`config.mk`:
```
export PLATFORM = sky130hd
export DESIGN_NAME = spi_byte_master
export DESIGN_NICKNAME = d
export VERILOG_FILES = /design/src/rtl/spi_byte_pkg.sv /design/src/rtl/spi_byte_clkdiv.sv /design/src/rtl/spi_byte_engine.sv /design/src/rtl/spi_byte_master.sv
export SDC_FILE = /design/constraint.sdc
export NUM_CORES = 1
export LEC_CHECK = 0
export ABC_AREA = 1
export BUFFER_PORTS_ARGS = -buffer_cell sky130_fd_sc_hd__buf_2
export CAP_MARGIN = 10
export CELL_PAD_IN_SITES_DETAIL_PLACEMENT = 1
export CELL_PAD_IN_SITES_GLOBAL_PLACEMENT = 2
export CORE_MARGIN = 1.5
export CORE_UTILIZATION = 25
export DETAILED_ROUTE_END_ITERATION = 12
export GPL_ROUTABILITY_DRIVEN = 1
export PLACE_DENSITY_LB_ADDON = 0.3
export SETUP_SLACK_MARGIN = 0.3
export SLEW_MARGIN = 25
export SYNTH_ARGS = -nofsm -noshare
export SYNTH_HDL_FRONTEND = slang
export SYNTH_SLANG_ARGS = --single-unit
export TNS_END_PERCENT = 1
```
`constraint.sdc`:
```
create_clock -name clk -period 2.5 [get_ports clk]
set_input_delay 0.125 -clock clk [delete_from_list [all_inputs] [get_ports clk]]
set_output_delay 0.125 -clock clk [all_outputs]
set_load 0.01 [all_outputs]
```
`src/rtl/spi_byte_pkg.sv`:
```
package spi_byte_pkg;
  localparam int REG_W  = 8;
  localparam int ADDR_W = 3;

  // register offsets
  localparam logic [ADDR_W-1:0] A_CFG  = 3'd0;
  localparam logic [ADDR_W-1:0] A_RXD  = 3'd1;
  localparam logic [ADDR_W-1:0] A_TXD  = 3'd2;
  localparam logic [ADDR_W-1:0] A_CMD  = 3'd3;
  localparam logic [ADDR_W-1:0] A_STAT = 3'd4;
  localparam logic [ADDR_W-1:0] A_DIV  = 3'd5;

  localparam int CFG_USED = 5;

  // packed from bit 4 down to bit 0
  typedef struct packed {
    logic lead;   // 0x10 capture on leading edge
    logic en;     // 0x08 port enable
    logic lsb;    // 0x04 LSB first
    logic cidle;  // 0x02 clock idles high
    logic loop;   // 0x01 internal loopback
  } cfg_t;

  typedef enum logic [1:0] {ST_IDLE, ST_RUN, ST_TAIL} eng_st_t;
endpackage

```
`src/rtl/spi_byte_clkdiv.sv`:
```
module spi_byte_clkdiv #(
  parameter int DIV_W = 8
) (
  input  logic             clk,
  input  logic             rst_n,
  input  logic             run,
  input  logic [DIV_W-1:0] div,
  output logic             tick
);
  localparam int CNT_W = DIV_W + 1;

  logic [CNT_W-1:0] cnt_q;
  logic [CNT_W-1:0] limit;

  // half period of sck is 2*(div+1) clocks
  assign limit = {div, 1'b1};
  assign tick  = run && (cnt_q == limit);

  always_ff @(posedge clk) begin
    if (!rst_n || !run || tick) cnt_q <= '0;
    else                        cnt_q <= cnt_q + 1'b1;
  end
endmodule

```
`src/rtl/spi_byte_engine.sv`:
```
module spi_byte_engine
  import spi_byte_pkg::*;
#(
  parameter int W = 8
) (
  input  logic         clk,
  input  logic         rst_n,
  input  logic         start,
  input  cfg_t         cfg,
  input  logic [W-1:0] tx_byte,
  input  logic         miso,
  input  logic         tick,
  output logic         run,
  output logic         busy,
  output logic         done,
  output logic [W-1:0] rx_byte,
  output logic         sck,
  output logic         mosi
);
  localparam int EDGES = 2 * W;
  localparam int EC_W  = $clog2(EDGES + 1);

  eng_st_t      st_q;
  cfg_t         cfg_q;
  logic [W-1:0] tx_sh, rx_sh, rx_nxt, tx_adv, first_rest;
  logic [EC_W-1:0] edge_q;
  logic         sck_q, mosi_q;
  logic         leading, last_edge, samp, drv, in_bit, cur_bit, first_bit;

  assign run       = (st_q == ST_RUN);
  assign busy      = (st_q != ST_IDLE);
  assign leading   = ~edge_q[0];
  assign last_edge = (edge_q == EC_W'(EDGES - 1));
  assign samp      = run && tick && (leading == cfg_q.lead);
  assign drv       = run && tick && !samp && !last_edge;
  assign done      = run && tick && last_edge;

  assign in_bit    = cfg_q.loop ? mosi_q : miso;
  assign rx_nxt    = cfg_q.lsb ? {in_bit, rx_sh[W-1:1]} : {rx_sh[W-2:0], in_bit};
  assign rx_byte   = samp ? rx_nxt : rx_sh;

  assign cur_bit    = cfg_q.lsb ? tx_sh[0] : tx_sh[W-1];
  assign tx_adv     = cfg_q.lsb ? (tx_sh >> 1) : (tx_sh << 1);
  assign first_bit  = cfg.lsb ? tx_byte[0] : tx_byte[W-1];
  assign first_rest = cfg.lsb ? (tx_byte >> 1) : (tx_byte << 1);

  assign sck  = sck_q;
  assign mosi = mosi_q;

  always_ff @(posedge clk) begin
    if (!rst_n) begin
      st_q   <= ST_IDLE;
      cfg_q  <= '0;
      tx_sh  <= '0;
      rx_sh  <= '0;
      edge_q <= '0;
      sck_q  <= 1'b0;
      mosi_q <= 1'b0;
    end else begin
      unique case (st_q)
        ST_IDLE: begin
          sck_q <= cfg.cidle;
          if (start) begin
            st_q   <= ST_RUN;
            cfg_q  <= cfg;
            edge_q <= '0;
            rx_sh  <= '0;
            if (cfg.lead) begin
              mosi_q <= first_bit;
              tx_sh  <= first_rest;
            end else begin
              tx_sh  <= tx_byte;
            end
          end
        end
        ST_RUN: begin
          if (tick) begin
            sck_q  <= ~sck_q;
            edge_q <= edge_q + 1'b1;
            if (samp) rx_sh <= rx_nxt;
            if (drv) begin
              mosi_q <= cur_bit;
              tx_sh  <= tx_adv;
            end
            if (last_edge) st_q <= ST_TAIL;
          end
        end
        default: st_q <= ST_IDLE;
      endcase
    end
  end
endmodule

```
`src/rtl/spi_byte_master.sv`:
```
module spi_byte_master
  import spi_byte_pkg::*;
(
  input  logic              clk,
  input  logic              rst_n,
  input  logic              reg_we,
  input  logic              reg_re,
  input  logic [ADDR_W-1:0] reg_addr,
  input  logic [REG_W-1:0]  reg_wdata,
  output logic [REG_W-1:0]  reg_rdata,
  output logic              irq,
  output logic              sck,
  output logic              mosi,
  input  logic              miso
);
  logic [CFG_USED-1:0] cfg_q;
  logic [REG_W-1:0]    div_q, txd_q, rxd_q;
  logic                rdy_q;
  cfg_t                cfg;
  logic                wr_cmd, rd_rxd, start_go;
  logic                eng_run, eng_busy, eng_done, tick;
  logic [REG_W-1:0]    eng_rx;

  assign cfg      = cfg_t'(cfg_q);
  assign wr_cmd   = reg_we && (reg_addr == A_CMD);
  assign rd_rxd   = reg_re && (reg_addr == A_RXD);
  assign start_go = wr_cmd && reg_wdata[0] && cfg.en && !eng_busy;

  always_ff @(posedge clk) begin
    if (!rst_n) begin
      cfg_q <= '0;
      div_q <= '0;
      txd_q <= '0;
      rxd_q <= '0;
      rdy_q <= 1'b0;
    end else begin
      if (reg_we && reg_addr == A_CFG) cfg_q <= reg_wdata[CFG_USED-1:0];
      if (reg_we && reg_addr == A_DIV) div_q <= reg_wdata;
      if (reg_we && reg_addr == A_TXD) txd_q <= reg_wdata;
      if (eng_done) begin
        rxd_q <= eng_rx;
        rdy_q <= 1'b1;
      end else if (rd_rxd) begin
        rdy_q <= 1'b0;
      end
    end
  end

  always_comb begin
    unique case (reg_addr)
      A_CFG:   reg_rdata = REG_W'(cfg_q);
      A_RXD:   reg_rdata = rxd_q;
      A_TXD:   reg_rdata = txd_q;
      A_STAT:  reg_rdata = {{(REG_W-2){1'b0}}, eng_busy, rdy_q};
      A_DIV:   reg_rdata = div_q;
      default: reg_rdata = '0;
    endcase
  end

  assign irq = rdy_q;

  spi_byte_clkdiv #(.DIV_W(REG_W)) u_div (
    .clk  (clk),
    .rst_n(rst_n),
    .run  (eng_run),
    .div  (div_q),
    .tick (tick)
  );

  spi_byte_engine #(.W(REG_W)) u_eng (
    .clk    (clk),
    .rst_n  (rst_n),
    .start  (start_go),
    .cfg    (cfg),
    .tx_byte(txd_q),
    .miso   (miso),
    .tick   (tick),
    .run    (eng_run),
    .busy   (eng_busy),
    .done   (eng_done),
    .rx_byte(eng_rx),
    .sck    (sck),
    .mosi   (mosi)
  );
endmodule

```
* Yosys cells after proc, flatten, opt, wreduce, memory -nomap -nowiden
Index checks and enable logic that the tools add are counted.
** Storage, ports and cells
- Bits in read-only memories :: 0
- Memories kept :: 0
- Logic and storage cells :: 97
- Input bits :: 16
- RAM bits :: 0
- Register bits after elaboration :: 67
- Bits in latches :: 0
** Operators by class
- $mul :: 0
- Eq/ne operators :: 14
- Reduce and logical (&&, ||, !) cells :: 32
- Mux-type cells :: 32
- Add/sub/neg operators :: 2
- Magnitude comparators :: 0
- Bitwise logic cells :: 2
- Divide/modulo/power cells :: 0
- Shift-type cells :: 0
** Operators with widths (number)
- 8-bit 2-to-1 mux :: 10
- 8-bit case mux with 5 select lines :: 1
- 8-bit case mux with 2 select lines :: 2
- 1-bit logical AND :: 14
- 1-bit 2-to-1 mux :: 10
- 5-bit 2-to-1 mux :: 2
- 5-bit case mux with 2 select lines :: 1
- 9-bit by 1-bit adder with 9-bit output (second input constant) :: 1
- 9-bit == test :: 1
- 3-bit by 2-bit == test with 1-bit output (second input constant) :: 2
- 3-bit == test (second input constant) :: 2
- 2-bit 2-to-1 mux :: 3
- 2-bit inequality test (second input constant) :: 3
- 3-bit AND reduction :: 2
- 2-bit nonzero test :: 3
- 5-bit by 1-bit adder with 5-bit output (second input constant) :: 1
- 5-bit by 4-bit == test with 1-bit output (second input constant) :: 1
- 1-bit logical NOT :: 5
- 5-bit AND reduction :: 1
- 2-bit by 1-bit inequality test with 1-bit output (second input constant) :: 2
- 1-bit case mux with 2 select lines :: 2
- 2-bit case mux with 2 select lines :: 1
- 2-bit AND reduction :: 2
- 4-bit AND reduction :: 1
- other kinds (7) :: 9

* Logic depth before layout (Yosys ltp)
- Depth after elaboration :: 10
- Gate-level depth with buffers :: 13

* By module
A second synthesis with hierarchy kept.
** Second synthesis, totals
- Cell total of the unflattened synthesis :: 618
- Area total of the unflattened synthesis :: 3896.2 um^2
** Modules (own cells, without submodules)
- spi_byte_engine :: cells an instance 296, area an instance 1800.5 um^2, instances 1, sequential area each 560.5 um^2
- spi_byte_master :: cells an instance 240, area an instance 1571.5 um^2, instances 1, sequential area each 600.6 um^2
- spi_byte_clkdiv :: cells an instance 82, area an instance 524.3 um^2, instances 1, sequential area each 180.2 um^2

* Worst setup path before layout
No wires, ideal clock.
- Path type :: register to register
- From :: register u_eng.edge_q[0]
- To :: register u_eng.tx_sh[7]
- Required time :: 2.434 ns
- Buffers on the path :: 1
- Stages on the path, launching flop included :: 13
- Setup slack :: 0.794 ns
- Arrival time :: 1.640 ns
- Cell sequence :: dfxtp_1 ha_1 nand2_1 nor2_1 ha_1 inv_1 nand2_1 nor2_1 nand3_1 nand2_2 buf_6 o21ai_2 a21oi_2
** Between the ends
- Cells in the longest elaborated chain, start to end :: 8
** RTL lines
- start, declared :: RTL line spi_byte_engine.sv:26 : logic [EC_W-1:0] edge_q;
- start signal, assigned :: RTL line spi_byte_engine.sv:79 : edge_q <= edge_q + 1'b1;
- 1-bit NOT :: RTL line spi_byte_engine.sv:32 : assign leading = ~edge_q[0];
- 1-bit == test :: RTL line spi_byte_engine.sv:34 : assign samp = run && tick && (leading == cfg_q.lead);
- 1-bit logical AND :: RTL line spi_byte_engine.sv:34
- 1-bit logical NOT :: RTL line spi_byte_engine.sv:35 : assign drv = run && tick && !samp && !last_edge;
- 1-bit logical AND :: RTL line spi_byte_engine.sv:35
- 1-bit logical AND (*) :: RTL line spi_byte_engine.sv:35
- 2-bit by 1-bit inequality test with 1-bit output (no line) (*)
- 4-bit AND reduction (no line) (*)
- end signal, assigned :: RTL line spi_byte_engine.sv:70 : tx_sh <= first_rest;
- end signal, assigned :: RTL line spi_byte_engine.sv:72 : tx_sh <= tx_byte;
- end signal, assigned :: RTL line spi_byte_engine.sv:83 : tx_sh <= tx_adv;
- end, declared :: RTL line spi_byte_engine.sv:25 : logic [W-1:0] tx_sh, rx_sh, rx_nxt, tx_adv, first_rest;
Every way passes the cells marked *; elsewhere a longest branch is shown, timed or not.
A chain may end at the register's enable or synchronous reset.

* Worst setup path after layout
- From :: register u_eng.edge_q[0]
- To :: register u_eng.tx_sh[1]
Same word-level chain as after synthesis.

==> results.md <==
- Stages on worst setup path: 12
- # hold bufs at CTS: 0
- R2R depth: 12
- Setup Skew: 0.009526 ns
- Setup CP Type: reg2reg
- Grt ovf: 0
- Slew @ Worst Pin: 0.6873 ns
- Leakage: 1.726 nW
- Commonest non-fill, non-tap cell in the layout: nand2_1
- Clk sinks: 67
- Final worst-path cycle share: 81.39%
- Placed Instances: about 730
- Hold path depth: 4
- Vias/cell: 4.858
- Die area: 15300 sq um
- Finished Core Util: 30.11%
- CP Launch Type: flip-flop
- First-pass GRT wire length: 19.47 mm
- Largest delay contributor family on the critical path: simple AND/OR/NAND/NOR gates
- IO buf count: 26
- Slowest cell on crit path: dfxtp_1
- Post-synth cell types: 42
- DP HPWL: 9.303 mm
- Finish-stage setup viols: 0
- Commonest cells after routing, fill and taps aside: nand2_1, dfxtp_1, a21oi_1
- Status: finished clean
- Area Growth Syn to Fin: 16.12%
- H-tree Lvls: 3
- Final ANT Viol Nets: 0
- Fin nets: 577
- Synthesized flop and latch total: 67
- Layout cells sized above 1: 15.66%
- Longest Clk Path Bufs: 2
- Worst hold slack: around 0.048 ns
- PwrDens: 592.9 nW/um^2
- Met3 WL: around 380 um
- Synth warn: 0
- Via count: about 3.6k
- Initial antenna violation count: 0
- Uppermost layer routed: met4
- Placer Congestion: 0.7929
- GRT Util Overall: 17.12%
- Core Region: roughly 14000 sq um
- Initial Utilization: 25.93%
- Row Count: between 40 and 50
- Setup WS post-layout: 0.4653 ns
- Syn Nets: 551
- Syn_area_per_cell: 6.844 sq um
- Wire per inst: about 16 um
- WL met1: 5.874 mm
- DRC errors left: 0
- Iter 0 DRT Violations: 139
- Largest net degree at the start of global routing: 28
- RSZ-0062 raised after global routing: true
- Fin. Hold Viols: 0
- CP peak stage delay: between 0.3 and 0.4 ns
- Worst VDD drop: 0.2931 mV
- Class of the worst hold path: in2reg
- Reg2reg end: u_eng.tx_sh[1]
- Pins Over Slew Limit: 0
- Number of CTS-inserted buffers: 9
- Later-pin clock latency in the skew report: between 0.3 and 0.4 ns
- Pre-CTS WS: ~0.47 ns
- Crit Reg-Reg Startpoint: u_eng.edge_q[0]
- Worst hold start: reg_re
- Register area share after synthesis: between 30 and 40%
- Number of setup buffers added after CTS: 0
- Endpoint, Worst Hold: irq
- Max Freq: 0.4915 GHz
- CP endpoint kind: flip-flop
- Period minus WS final: 2.035 ns
- Final wirelength: 12.11 mm
- Data arrival, critical path: ~2.3 ns
- Clk slew on worst S/H paths: 0.06 ns
- Post-cts sizing count: 0
- Worst rel slew slack: roughly 54%
- Initial DRT Pass Iterations: 4
- Setup TNS: 0 ns
- Syn Inst Count: 532
- Io pins: 27
- Post-Syn Area: 3641 sq um
- Critical-path cell list: ha_1, nand2_1, nor2_1, ha_1, inv_1, nand2_1, nor2_1, nand3_1, nand2_2, inv_1, a21oi_1, nor2_1
- Die Ht: roughly 120 um
- CTS tree: yes
- Vias in the first global route: 3705
- Final cell count without fillers: ~740
- Diode count: 0
- Worst EP required: 2.73 ns
- Met2 WL: 5.665 mm
- Reg2reg setup slack: about 0.47 ns
- DIE WIDTH: 123.7 um
- CP dominant cell by count: nor2_1
- Root buffer cell: clkbuf_16
- Max_cap viols: 0
- Crit-path max FO: 6
- Worst path bufs/invs: 2
==> tightest hold or removal path: stages <==
cell and delay, ns:
buf_2 0.08, nand2_1 0.04, nand2_1 0.05, a21oi_1 0.05
==> logic make-up (layout without fill, tap and decap cells) <==
family / after synthesis / count (layout) / share of synthesized area [%]
AOI/OAI and AO/OA: 138 / 138 / 21.48
xor gates and xnor gates: 6 / 6 / 1.650
adders and majority gates: 3 / 3 / 1.031
buffers and inverters: 82 / 112 / 9.244
DFF: 67 / 67 / 36.84
and+or+nand+nor: 236 / 236 / 29.76
==> power breakdown <==
part	total (mW)	internal, mW	switching, mW
Sequential	1.10	1.08	0.0145
Combinational	0.223	0.0646	0.158
Clock	1.18	0.693	0.492
Total	2.51	1.84	0.665
==> cells in the mapped netlist <==
| library cell | count | share of area, % |
|---|---|---|
| ha_1 | 3 | 1.0 |
| a41oi_1 | 1 | 0.24 |
| o221a_2 | 1 | 0.31 |
| clkinv_2 | 1 | 0.14 |
| o21ai_1 | 13 | 1.8 |
| nand4_1 | 13 | 2.2 |
| xor2_1 | 5 | 1.2 |
| a221oi_1 | 3 | 0.72 |
| inv_4 | 1 | 0.17 |
| a22oi_1 | 1 | 0.21 |
| a21oi_1 | 59 | 8.1 |
| o221ai_1 | 2 | 0.48 |
| o211ai_1 | 2 | 0.41 |
| inv_2 | 8 | 0.82 |
| nand2_2 | 6 | 1.0 |
| o21ai_2 | 3 | 0.72 |
| nor2_8 | 1 | 0.55 |
| nor2_2 | 2 | 0.34 |
| nor2_1 | 58 | 6.0 |
| buf_2 | 7 | 0.96 |
| clkbuf_2 | 1 | 0.14 |
| nand4_2 | 2 | 0.69 |
| o21ai_0 | 38 | 5.2 |
| nor3_4 | 1 | 0.45 |
| nand3_4 | 1 | 0.48 |
| nand2_1 | 113 | 12 |
| o22ai_1 | 4 | 0.69 |
| clkinv_1 | 1 | 0.10 |
| clkbuf_1 | 7 | 0.72 |
| nor3_1 | 2 | 0.27 |
| nand3_1 | 30 | 4.1 |
| a21oi_2 | 7 | 1.7 |
| buf_6 | 2 | 0.62 |
| nor3b_1 | 1 | 0.21 |
| xor2_2 | 1 | 0.45 |
| o2111ai_1 | 3 | 0.72 |
| nor3_2 | 3 | 0.82 |
| dfxtp_1 | 67 | 37 |
| a31oi_1 | 1 | 0.17 |
| inv_1 | 54 | 5.6 |
| nand3b_2 | 1 | 0.31 |
| nor2_4 | 2 | 0.62 |
==> stage by stage <==
step / area (sq um) / power [mW]
2_1_floorplan: 3641 / 1.261
3_3_place_gp: 3953 / 1.343
3_5_place_dp: 3953 / 1.346
4_1_cts: 4223 / 2.547
5_1_grt: 4228 / 2.612
6_report: 4228 / 2.506
==> registers in the layout (all words and copies together) (netlist names) <==
| signal | flops |
|---|---|
| cfg | 5 |
| u_eng.edge_q | 5 |
| u_eng.st_q | 2 |
| u_eng.tx_sh | 8 |
| u_eng.mosi | 1 |
| irq | 1 |
| div_q | 8 |
| u_eng.rx_sh | 8 |
| rxd_q | 8 |
| txd_q | 8 |
| u_eng.sck | 1 |
| u_div.cnt_q | 9 |
| u_eng.cfg_q | 3 |
==> cell type report <==
class / count / area [sq um]
clock buffers: 11 / 242.7
clock inverters: 4 / 27.53
fillers: 1751 / 9814
inverters: 65 / 247.7
multi-input cells: 383 / 1968
flip-flops and latches: 67 / 1341
well taps: 180 / 225.2
repair buffers: 32 / 175.2
==> metal layers <==
metal	vias to the layer above	GRT usage (%)
met5	-	0
met4	0	5.675
met3	16	3.709
met2	38	28.63
met1	1725	21.83
li1	1826	-
==> worst max path at each step <==
stage | from | end | slack, ns
finish | u_eng.edge_q[0] | u_eng.tx_sh[1] | 0.47
detailed placement | u_eng.edge_q[0] | u_eng.tx_sh[1] | 0.47
global route | u_eng.edge_q[0] | u_eng.tx_sh[7] | 0.30
CTS | div_q[7] | u_eng.rx_sh[6] | 0.44
global placement | u_eng.edge_q[0] | u_eng.tx_sh[1] | 0.49
floorplan | u_eng.edge_q[0] | u_eng.tx_sh[7] | 0.79
Note: power is estimated with default switching activity, not from simulation.
